## src/rtl/cbar_pkg.sv

```systemverilog
package cbar_pkg;

  // Live control handed from the control block to the datapath
  typedef struct packed {
    logic       enable;
    logic       selfTime;
    logic       solid;
    logic       runTiming;
    logic [2:0] scrollOfs;
  } cbarCtlT;

  // Per-channel full/zero mask {r,g,b} for a bar colour index
  function automatic logic [2:0] barMask(input logic [2:0] idx);
    logic [2:0] m;
    case (idx)
      3'd0:    m = 3'b111;
      3'd1:    m = 3'b110;
      3'd2:    m = 3'b011;
      3'd3:    m = 3'b010;
      3'd4:    m = 3'b101;
      3'd5:    m = 3'b100;
      3'd6:    m = 3'b001;
      default: m = 3'b000;
    endcase
    return m;
  endfunction

endpackage

```

## src/rtl/cbar_self_timing.sv

```systemverilog
module cbar_self_timing #(
  parameter int H_ACTIVE  = 16,
  parameter int H_TOTAL   = 24,
  parameter int V_ACTIVE  = 4,
  parameter int V_TOTAL   = 6,
  parameter int HSYNC_LEN = 2,
  parameter int VSYNC_LEN = 1
) (
  input  logic                       clk,
  input  logic                       rstN,
  input  logic                       run,
  output logic [$clog2(H_TOTAL)-1:0] hCount,
  output logic                       genHs,
  output logic                       genVs,
  output logic                       genDe
);
  localparam int HW = $clog2(H_TOTAL);
  localparam int VW = $clog2(V_TOTAL);
  localparam logic [HW-1:0] H_LAST   = HW'(H_TOTAL - 1);
  localparam logic [VW-1:0] V_LAST   = VW'(V_TOTAL - 1);
  localparam logic [HW-1:0] H_ACT    = HW'(H_ACTIVE);
  localparam logic [VW-1:0] V_ACT    = VW'(V_ACTIVE);
  localparam logic [HW-1:0] HS_START = HW'(H_TOTAL - HSYNC_LEN);
  localparam logic [VW-1:0] VS_START = VW'(V_TOTAL - VSYNC_LEN);

  logic [HW-1:0] hQ;
  logic [VW-1:0] vQ;

  always_ff @(posedge clk) begin
    if (!rstN) begin
      hQ <= '0;
      vQ <= '0;
    end else if (!run) begin
      hQ <= '0;
      vQ <= '0;
    end else if (hQ == H_LAST) begin
      hQ <= '0;
      vQ <= (vQ == V_LAST) ? '0 : vQ + 1'b1;
    end else begin
      hQ <= hQ + 1'b1;
    end
  end

  assign hCount = hQ;
  assign genDe  = (hQ < H_ACT) && (vQ < V_ACT);
  assign genHs  = (hQ >= HS_START);
  assign genVs  = (vQ >= VS_START);

endmodule

```

## src/rtl/cbar_ctrl.sv

```systemverilog
module cbar_ctrl
  import cbar_pkg::*;
#(
  parameter int CW = 12
) (
  input  logic            clk,
  input  logic            rstN,
  input  logic [31:0]     cfgWord0,
  input  logic [31:0]     cfgWord1,
  input  logic            commit,
  input  logic            inVsync,
  input  logic            genVs,
  output cbarCtlT         ctl,
  output logic [3*CW-1:0] solidRgb
);
  localparam int RATE_W  = 8;
  localparam int EN_BIT  = 0;
  localparam int RATE_LO = 1;
  localparam int SELF_BIT = 9;
  localparam int SOLID_BIT = 10;
  localparam int HI_LO   = 12;
  localparam int LO_LO   = 0;

  logic              enQ, selfQ, solidQ, vsPrevQ;
  logic [RATE_W-1:0] rateQ, frameQ;
  logic [2:0]        ofsQ;
  logic [CW-1:0]     redQ, greenQ, blueQ;
  logic              selVs, vsRise, lastFrame;

  always_ff @(posedge clk) begin
    if (!rstN) begin
      enQ <= 1'b0; selfQ <= 1'b0; solidQ <= 1'b0;
      rateQ <= '0; redQ <= '0; greenQ <= '0; blueQ <= '0;
    end else if (commit) begin
      enQ    <= cfgWord0[EN_BIT];
      rateQ  <= cfgWord0[RATE_LO +: RATE_W];
      selfQ  <= cfgWord0[SELF_BIT];
      solidQ <= cfgWord0[SOLID_BIT];
      redQ   <= cfgWord0[HI_LO +: CW];
      greenQ <= cfgWord1[HI_LO +: CW];
      blueQ  <= cfgWord1[LO_LO +: CW];
    end
  end

  assign selVs     = selfQ ? genVs : inVsync;
  assign vsRise    = selVs && !vsPrevQ;
  assign lastFrame = (frameQ == rateQ - 1'b1);

  always_ff @(posedge clk) begin
    if (!rstN) begin
      vsPrevQ <= 1'b0;
      frameQ  <= '0;
      ofsQ    <= '0;
    end else begin
      vsPrevQ <= selVs;
      if (commit) begin
        frameQ <= '0;
        ofsQ   <= '0;
      end else if (enQ && (rateQ != '0) && vsRise) begin
        if (lastFrame) begin
          frameQ <= '0;
          ofsQ   <= ofsQ + 1'b1;
        end else begin
          frameQ <= frameQ + 1'b1;
        end
      end
    end
  end

  always_comb begin
    ctl.enable    = enQ;
    ctl.selfTime  = selfQ;
    ctl.solid     = solidQ;
    ctl.runTiming = enQ && selfQ;
    ctl.scrollOfs = ofsQ;
  end

  assign solidRgb = {redQ, greenQ, blueQ};

endmodule

```

## src/rtl/cbar_datapath.sv

```systemverilog
module cbar_datapath
  import cbar_pkg::*;
#(
  parameter int CW       = 12,
  parameter int H_ACTIVE = 16,
  parameter int H_TOTAL  = 24
) (
  input  logic                       clk,
  input  logic                       rstN,
  input  cbarCtlT                    ctl,
  input  logic [3*CW-1:0]            solidRgb,
  input  logic                       inHsync,
  input  logic                       inVsync,
  input  logic                       inDe,
  input  logic [3*CW-1:0]            inPixel,
  input  logic                       genHs,
  input  logic                       genVs,
  input  logic                       genDe,
  input  logic [$clog2(H_TOTAL)-1:0] genCol,
  output logic                       outHsync,
  output logic                       outVsync,
  output logic                       outDe,
  output logic [3*CW-1:0]            outPixel
);
  localparam int HW = $clog2(H_TOTAL);
  localparam int PW = 3 * CW;
  localparam logic [HW-1:0] BAR_W = HW'(H_ACTIVE / 8);
  localparam logic [HW-1:0] POS_MAX = HW'(7);

  logic [HW-1:0] colQ, column, posFull;
  logic [2:0]    pos, barIdx, mask;
  logic          selHs, selVs, selDe;
  logic [PW-1:0] barPix, genPix;

  // Column within the current upstream data-enable run
  always_ff @(posedge clk) begin
    if (!rstN)          colQ <= '0;
    else if (!inDe)     colQ <= '0;
    else if (colQ != '1) colQ <= colQ + 1'b1;
  end

  always_comb begin
    selHs   = ctl.selfTime ? genHs  : inHsync;
    selVs   = ctl.selfTime ? genVs  : inVsync;
    selDe   = ctl.selfTime ? genDe  : inDe;
    column  = ctl.selfTime ? genCol : colQ;
    posFull = column / BAR_W;
    pos     = (posFull > POS_MAX) ? 3'd7 : posFull[2:0];
    barIdx  = pos - ctl.scrollOfs;
    mask    = barMask(barIdx);
    barPix  = {{CW{mask[2]}}, {CW{mask[1]}}, {CW{mask[0]}}};
    genPix  = !selDe ? '0 : (ctl.solid ? solidRgb : barPix);
  end

  always_ff @(posedge clk) begin
    if (!rstN) begin
      outHsync <= 1'b0; outVsync <= 1'b0; outDe <= 1'b0; outPixel <= '0;
    end else if (ctl.enable) begin
      outHsync <= selHs; outVsync <= selVs; outDe <= selDe; outPixel <= genPix;
    end else begin
      outHsync <= inHsync; outVsync <= inVsync; outDe <= inDe; outPixel <= inPixel;
    end
  end

endmodule

```

## src/rtl/cbar_pattern_gen.sv

```systemverilog
module cbar_pattern_gen
  import cbar_pkg::*;
#(
  parameter int CW        = 12,
  parameter int H_ACTIVE  = 16,
  parameter int H_TOTAL   = 24,
  parameter int V_ACTIVE  = 4,
  parameter int V_TOTAL   = 6,
  parameter int HSYNC_LEN = 2,
  parameter int VSYNC_LEN = 1
) (
  input  logic            clk,
  input  logic            rstN,
  input  logic [31:0]     cfgWord0,
  input  logic [31:0]     cfgWord1,
  input  logic            commitStrobe,
  input  logic            inHsync,
  input  logic            inVsync,
  input  logic            inDe,
  input  logic [3*CW-1:0] inPixel,
  output logic            outHsync,
  output logic            outVsync,
  output logic            outDe,
  output logic [3*CW-1:0] outPixel
);
  localparam int HW = $clog2(H_TOTAL);

  cbarCtlT         ctl;
  logic [3*CW-1:0] solidRgb;
  logic [HW-1:0]   genCol;
  logic            genHs, genVs, genDe;

  cbar_ctrl #(.CW(CW)) uCtrl (
    .clk(clk), .rstN(rstN), .cfgWord0(cfgWord0), .cfgWord1(cfgWord1),
    .commit(commitStrobe), .inVsync(inVsync), .genVs(genVs),
    .ctl(ctl), .solidRgb(solidRgb)
  );

  cbar_self_timing #(
    .H_ACTIVE(H_ACTIVE), .H_TOTAL(H_TOTAL), .V_ACTIVE(V_ACTIVE),
    .V_TOTAL(V_TOTAL), .HSYNC_LEN(HSYNC_LEN), .VSYNC_LEN(VSYNC_LEN)
  ) uTiming (
    .clk(clk), .rstN(rstN), .run(ctl.runTiming), .hCount(genCol),
    .genHs(genHs), .genVs(genVs), .genDe(genDe)
  );

  cbar_datapath #(.CW(CW), .H_ACTIVE(H_ACTIVE), .H_TOTAL(H_TOTAL)) uPath (
    .clk(clk), .rstN(rstN), .ctl(ctl), .solidRgb(solidRgb),
    .inHsync(inHsync), .inVsync(inVsync), .inDe(inDe), .inPixel(inPixel),
    .genHs(genHs), .genVs(genVs), .genDe(genDe), .genCol(genCol),
    .outHsync(outHsync), .outVsync(outVsync), .outDe(outDe), .outPixel(outPixel)
  );

endmodule

```

## config.mk

```make
export PLATFORM = sky130hd
export DESIGN_NAME = cbar_pattern_gen
export DESIGN_NICKNAME = d
export VERILOG_FILES = /design/src/rtl/cbar_pkg.sv /design/src/rtl/cbar_self_timing.sv /design/src/rtl/cbar_ctrl.sv /design/src/rtl/cbar_datapath.sv /design/src/rtl/cbar_pattern_gen.sv
export SDC_FILE = /design/constraint.sdc
export NUM_CORES = 1
export LEC_CHECK = 0
export CAP_MARGIN = 25
export CORE_MARGIN = 4
export CORE_UTILIZATION = 48
export CTS_BUF_LIST = sky130_fd_sc_hd__clkbuf_4 sky130_fd_sc_hd__clkbuf_8
export DETAILED_ROUTE_END_ITERATION = 8
export GPL_TIMING_DRIVEN = 0
export HOLD_SLACK_MARGIN = 0.15
export PLACE_DENSITY = 0.82
export SETUP_SLACK_MARGIN = 0.3
export SLEW_MARGIN = 20
export SYNTH_ARGS = -nofsm -noshare
export SYNTH_HDL_FRONTEND = slang
export SYNTH_SLANG_ARGS = --single-unit
```

## constraint.sdc

```tcl
create_clock -name clk -period 3 [get_ports clk]
set_clock_uncertainty 0.05 [all_clocks]
set_input_delay 0.6 -clock clk [delete_from_list [all_inputs] [get_ports clk]]
set_output_delay 0.6 -clock clk [all_outputs]
set_load 0.005 [all_outputs]
```

==> out/qor.yml <==
status:
  outcome: "finished, final reports clean"
setup_path:
  crit_path_start_kind: "flop"
  critical_path_peak_fanout: 10
  most_used_cell_cp: "xnor2_1"
  ordered_cell_list_for_the_critical_path: "buf_2 > nand2b_1 > o32ai_1 > ha_1 > fa_1 > xnor2_1 > xnor2_1 > o21bai_1 > clkbuf_2 > o21ai_0"
  timing.rr.end: "uPath.outPixel[16]$_SDFF_PN0_"
  r2r_setup_slack_ps: 490
  critPathMaxStageDelay_ps: 380
  reg2reg_from: "uCtrl.selfQ$_SDFFE_PN0P_"
  rr_worst_depth: 10
  worst_ep_arrival_time_ps: 2730
  timing.critical_path.to_type: "flop"
  required_ps: 3220
  criticalPathCategory: "flop to flop"
  cpMaxStageDelayCell: "fa_1"
timing:
  finalSetupViolations: 0
  finalCritPeriodShare_pct: 83.71
  max_freq_mhz: 398.2
  finalSetupTns_ps: 0
  hold_vio_cnt_final: 0
  setup_slack_ps: 488.6
  max-slew-margin-rel_pct: 39.64
  worstMarginPinSlew_ps: 892.8
  timing.final.crit_period_ps: 2511
  final_max_slew_viol_count: 0
  rsz_0062_raised_after_global_routing: "no"
cells_and_area:
  layout.cells.most_common: "clkdlybuf4s50_1"
  area_growth_pct: 34.63
  finish.utilization_pct: 67.17
  layout-drive-gt1-share_pct: 3.241
  multi_input_area_um2: 2323
  fill_cells: 796
  register_area_um2: 2222
  final_cell_mix: "clkdlybuf4s50_1 (126), dfxtp_1 (111), nor2b_1 (65)"
  nets: 727
  insertedDiodeCount: 0
placement:
  placement.setup.worst_slack_ps: 195.2
  buffer_ports.inserted: 126
  routabilityCongestion: 0.8017
  place.detailed.hpwl_um: 8697
global_routing:
  first_pass_grt_wire_length_um: 18360
  grt_use_total_pct: 20.12
  antenna_violations_before_repair: 0
  globalRouteOverflowTotal: 0
  number_of_global_route_vias_before_repair: 3843
  grt_start_max_net_pins: 21
drt:
  drc_errors: 0
  detail_route.vias_per_cell: 5.110
  wl_final_um: 11380
  vias: 3812
  drt.antenna.violating_nets: 0
  wire_per_inst_um: 15.25
  drt-initial-drc-count: 132
  detailedRoute.firstPassIterationCount: 4
floorplan:
  die_h_um: 106.7
  die_w_um: 106.7
  ios: 145
  placementRows: 35
  fp.coreArea_um2: 9371
  floorplan.initialDensity_pct: 49.89
  dieArea_um2: 11380
synth:
  syn_nets: 590
  ys_async_sr_fraction_pct: 0
  synth_enable_flop_cells: 0
  synth-warning-count: 0
  synth-seq-cells: 111
  seq_area_frac_synth_pct: 47.52
  synthesis.area_um2: 4676
  most_instantiated_flip_flop_cell_in_the_synthesis_netlist: "dfxtp_1"
  postSynthCellCount: 475
  synth.avg_cell_area_um2: 9.844
  synth.lib_cells_used.distinct: 44
clock_tree:
  clock_latency_ps: 370
  cts.reportedPaths.clkPinSlew_ps: 120
  cts.sink_count: 111
  clock-root-buffer: "clkbuf_8"
  htree_levels: 3
  tritoncts_clock_tree: "built"
  clockBufferDepth: 2
  numCtsBuffers: 9
  cts_post_setup_buffers_inserted: 0
worst_hold_path:
  holdCritPathClass: "flop to flop"
  min_to: "uTiming.hCount[0]$_SDFF_PP0_"
  hp-start: "uTiming.hCount[0]$_SDFF_PP0_"
  hold_depth: 1
power_and_ir_drop:
  powerDensity_nw_per_um2: 465.1
  leakagePower_nw: 2.469
  power_mw: 2.928
  peakVddDrop_mv: 0.2387
run:
  maxCapViolations: 0
## metal layers
metal	share of wire (%)	vias to the layer above	routed length [µm]	global-route usage, %
met1	42	1762	4820	24.10
met5	0	-	0	0
met4	2.0	0	226	6.941
li1	-	1900	-	-
met2	49	130	5559	35.12
met3	6.8	20	771	4.937
## worst max path at each step
stage | depth (start not counted) | end | slack (ps) | startpoint
after floorplan | 9 | uCtrl.frameQ[7]$_SDFFE_PP0P_ | 890 | uCtrl.rateQ[0]$_SDFFE_PN0P_
after global placement | 7 | uPath.outPixel[25]$_SDFF_PN0_ | 210 | rstN
after detailed placement | 7 | uPath.outPixel[13]$_SDFF_PN0_ | 200 | rstN
after CTS | 10 | uPath.outPixel[16]$_SDFF_PN0_ | 390 | uCtrl.selfQ$_SDFFE_PN0P_
after global routing | 9 | uCtrl.frameQ[5]$_SDFFE_PP0P_ | 320 | uCtrl.rateQ[0]$_SDFFE_PN0P_
final | 10 | uPath.outPixel[16]$_SDFF_PN0_ | 490 | uCtrl.selfQ$_SDFFE_PN0P_
## what timing repair did
item,4_1_cts,5_1_grt
hold buffers,0,0
setup endpoints to repair,0,10
gates resized for setup,0,2
## registers in the layout, summed over array words and instances, names as in the netlist
register / cells
uCtrl.greenQ: 12
uPath.outPixel: 36
uCtrl.frameQ: 8
uCtrl.vsPrevQ: 1
uCtrl.rateQ: 8
uCtrl.enQ: 1
uPath.colQ: 5
uCtrl.solidQ: 1
uCtrl.selfQ: 1
uPath.outHsync: 1
uPath.outDe: 1
uTiming.hCount: 5
uCtrl.ofsQ: 3
uCtrl.blueQ: 12
uTiming.vQ: 3
uPath.outVsync: 1
uCtrl.redQ: 12
## where the power goes
| group | internal, mW | switching, mW |
|---|---|---|
| logic | 0.278 | 0.172 |
| registers | 1.55 | 0.0338 |
| clock network | 0.348 | 0.543 |
| total | 2.18 | 0.749 |
## synthesized netlist by cell type, drive strengths merged (2+ instances only)
cell type / n / area (µm²)
a22o: 22 / 192.7
a21oi: 9 / 45.04
o32ai: 3 / 26.28
nand2: 26 / 97.59
nand4: 5 / 31.28
buf: 3 / 13.76
inv: 6 / 22.52
o211a: 2 / 20.02
nand3: 7 / 35.03
nor3b: 3 / 22.52
a21boi: 2 / 15.01
xor2: 12 / 105.1
nor2b: 65 / 406.6
nor4b: 2 / 17.52
clkbuf: 25 / 93.84
o21ai: 18 / 90.08
nand3b: 3 / 22.52
o31ai: 3 / 22.52
nand2b: 27 / 168.9
o2111ai: 2 / 17.52
mux2i: 50 / 500.5
ha: 8 / 100.1
xnor2: 9 / 78.83
and3: 2 / 12.51
o211ai: 2 / 15.01
nor2: 26 / 97.59
or4: 2 / 15.01
o21a: 2 / 15.01
dfxtp: 111 / 2222
nand4b: 3 / 26.28
nor3: 4 / 20.02
## cell families (layout without fill, tap and decap cells)
logic type | count (synthesis) | in the layout | share of synthesized area [%]
simple gates | 180 | 180 | 21.70
flops | 111 | 111 | 47.52
compound gates | 69 | 69 | 10.54
mux | 51 | 51 | 10.94
buf+inv | 34 | 176 | 2.783
xor+xnor | 21 | 21 | 3.934
fa+ha+maj | 9 | 9 | 2.569
## layout make-up
| type | count | area share (%) |
|---|---|---|
| Buffer | 28 | 1.729 |
| Clock buffer | 10 | 2.186 |
| Clock inverter | 6 | 0.9143 |
| Inverter | 6 | 0.3578 |
| Multi-Input combinational cell | 330 | 36.91 |
| Sequential cell | 111 | 35.30 |
| Tap cell | 129 | 2.564 |
| Timing Repair Buffer | 126 | 20.04 |
## per-stage QoR
stage | cells | hold WS [ps] | instance area (µm²)
after floorplan | 475 | 379.7 | 4676
after global routing | 746 | 496.6 | 6295
after global placement | 730 | 393.8 | 6098
final | 746 | 442.5 | 6295
after detailed placement | 730 | 431.8 | 6098
after CTS | 746 | 455.2 | 6294
## critical path, delay by kind of cell (launching register included)
kind	cells	cell delay (ps)
flip-flops	1	310
AO/OA/AOI/OAI	3	540
buffers and inverters	2	470
AND/OR/NAND/NOR	1	160
XOR/XNOR	2	280
adder cells (fa/ha/maj)	2	590
Note: power is estimated with default switching activity, not from simulation.
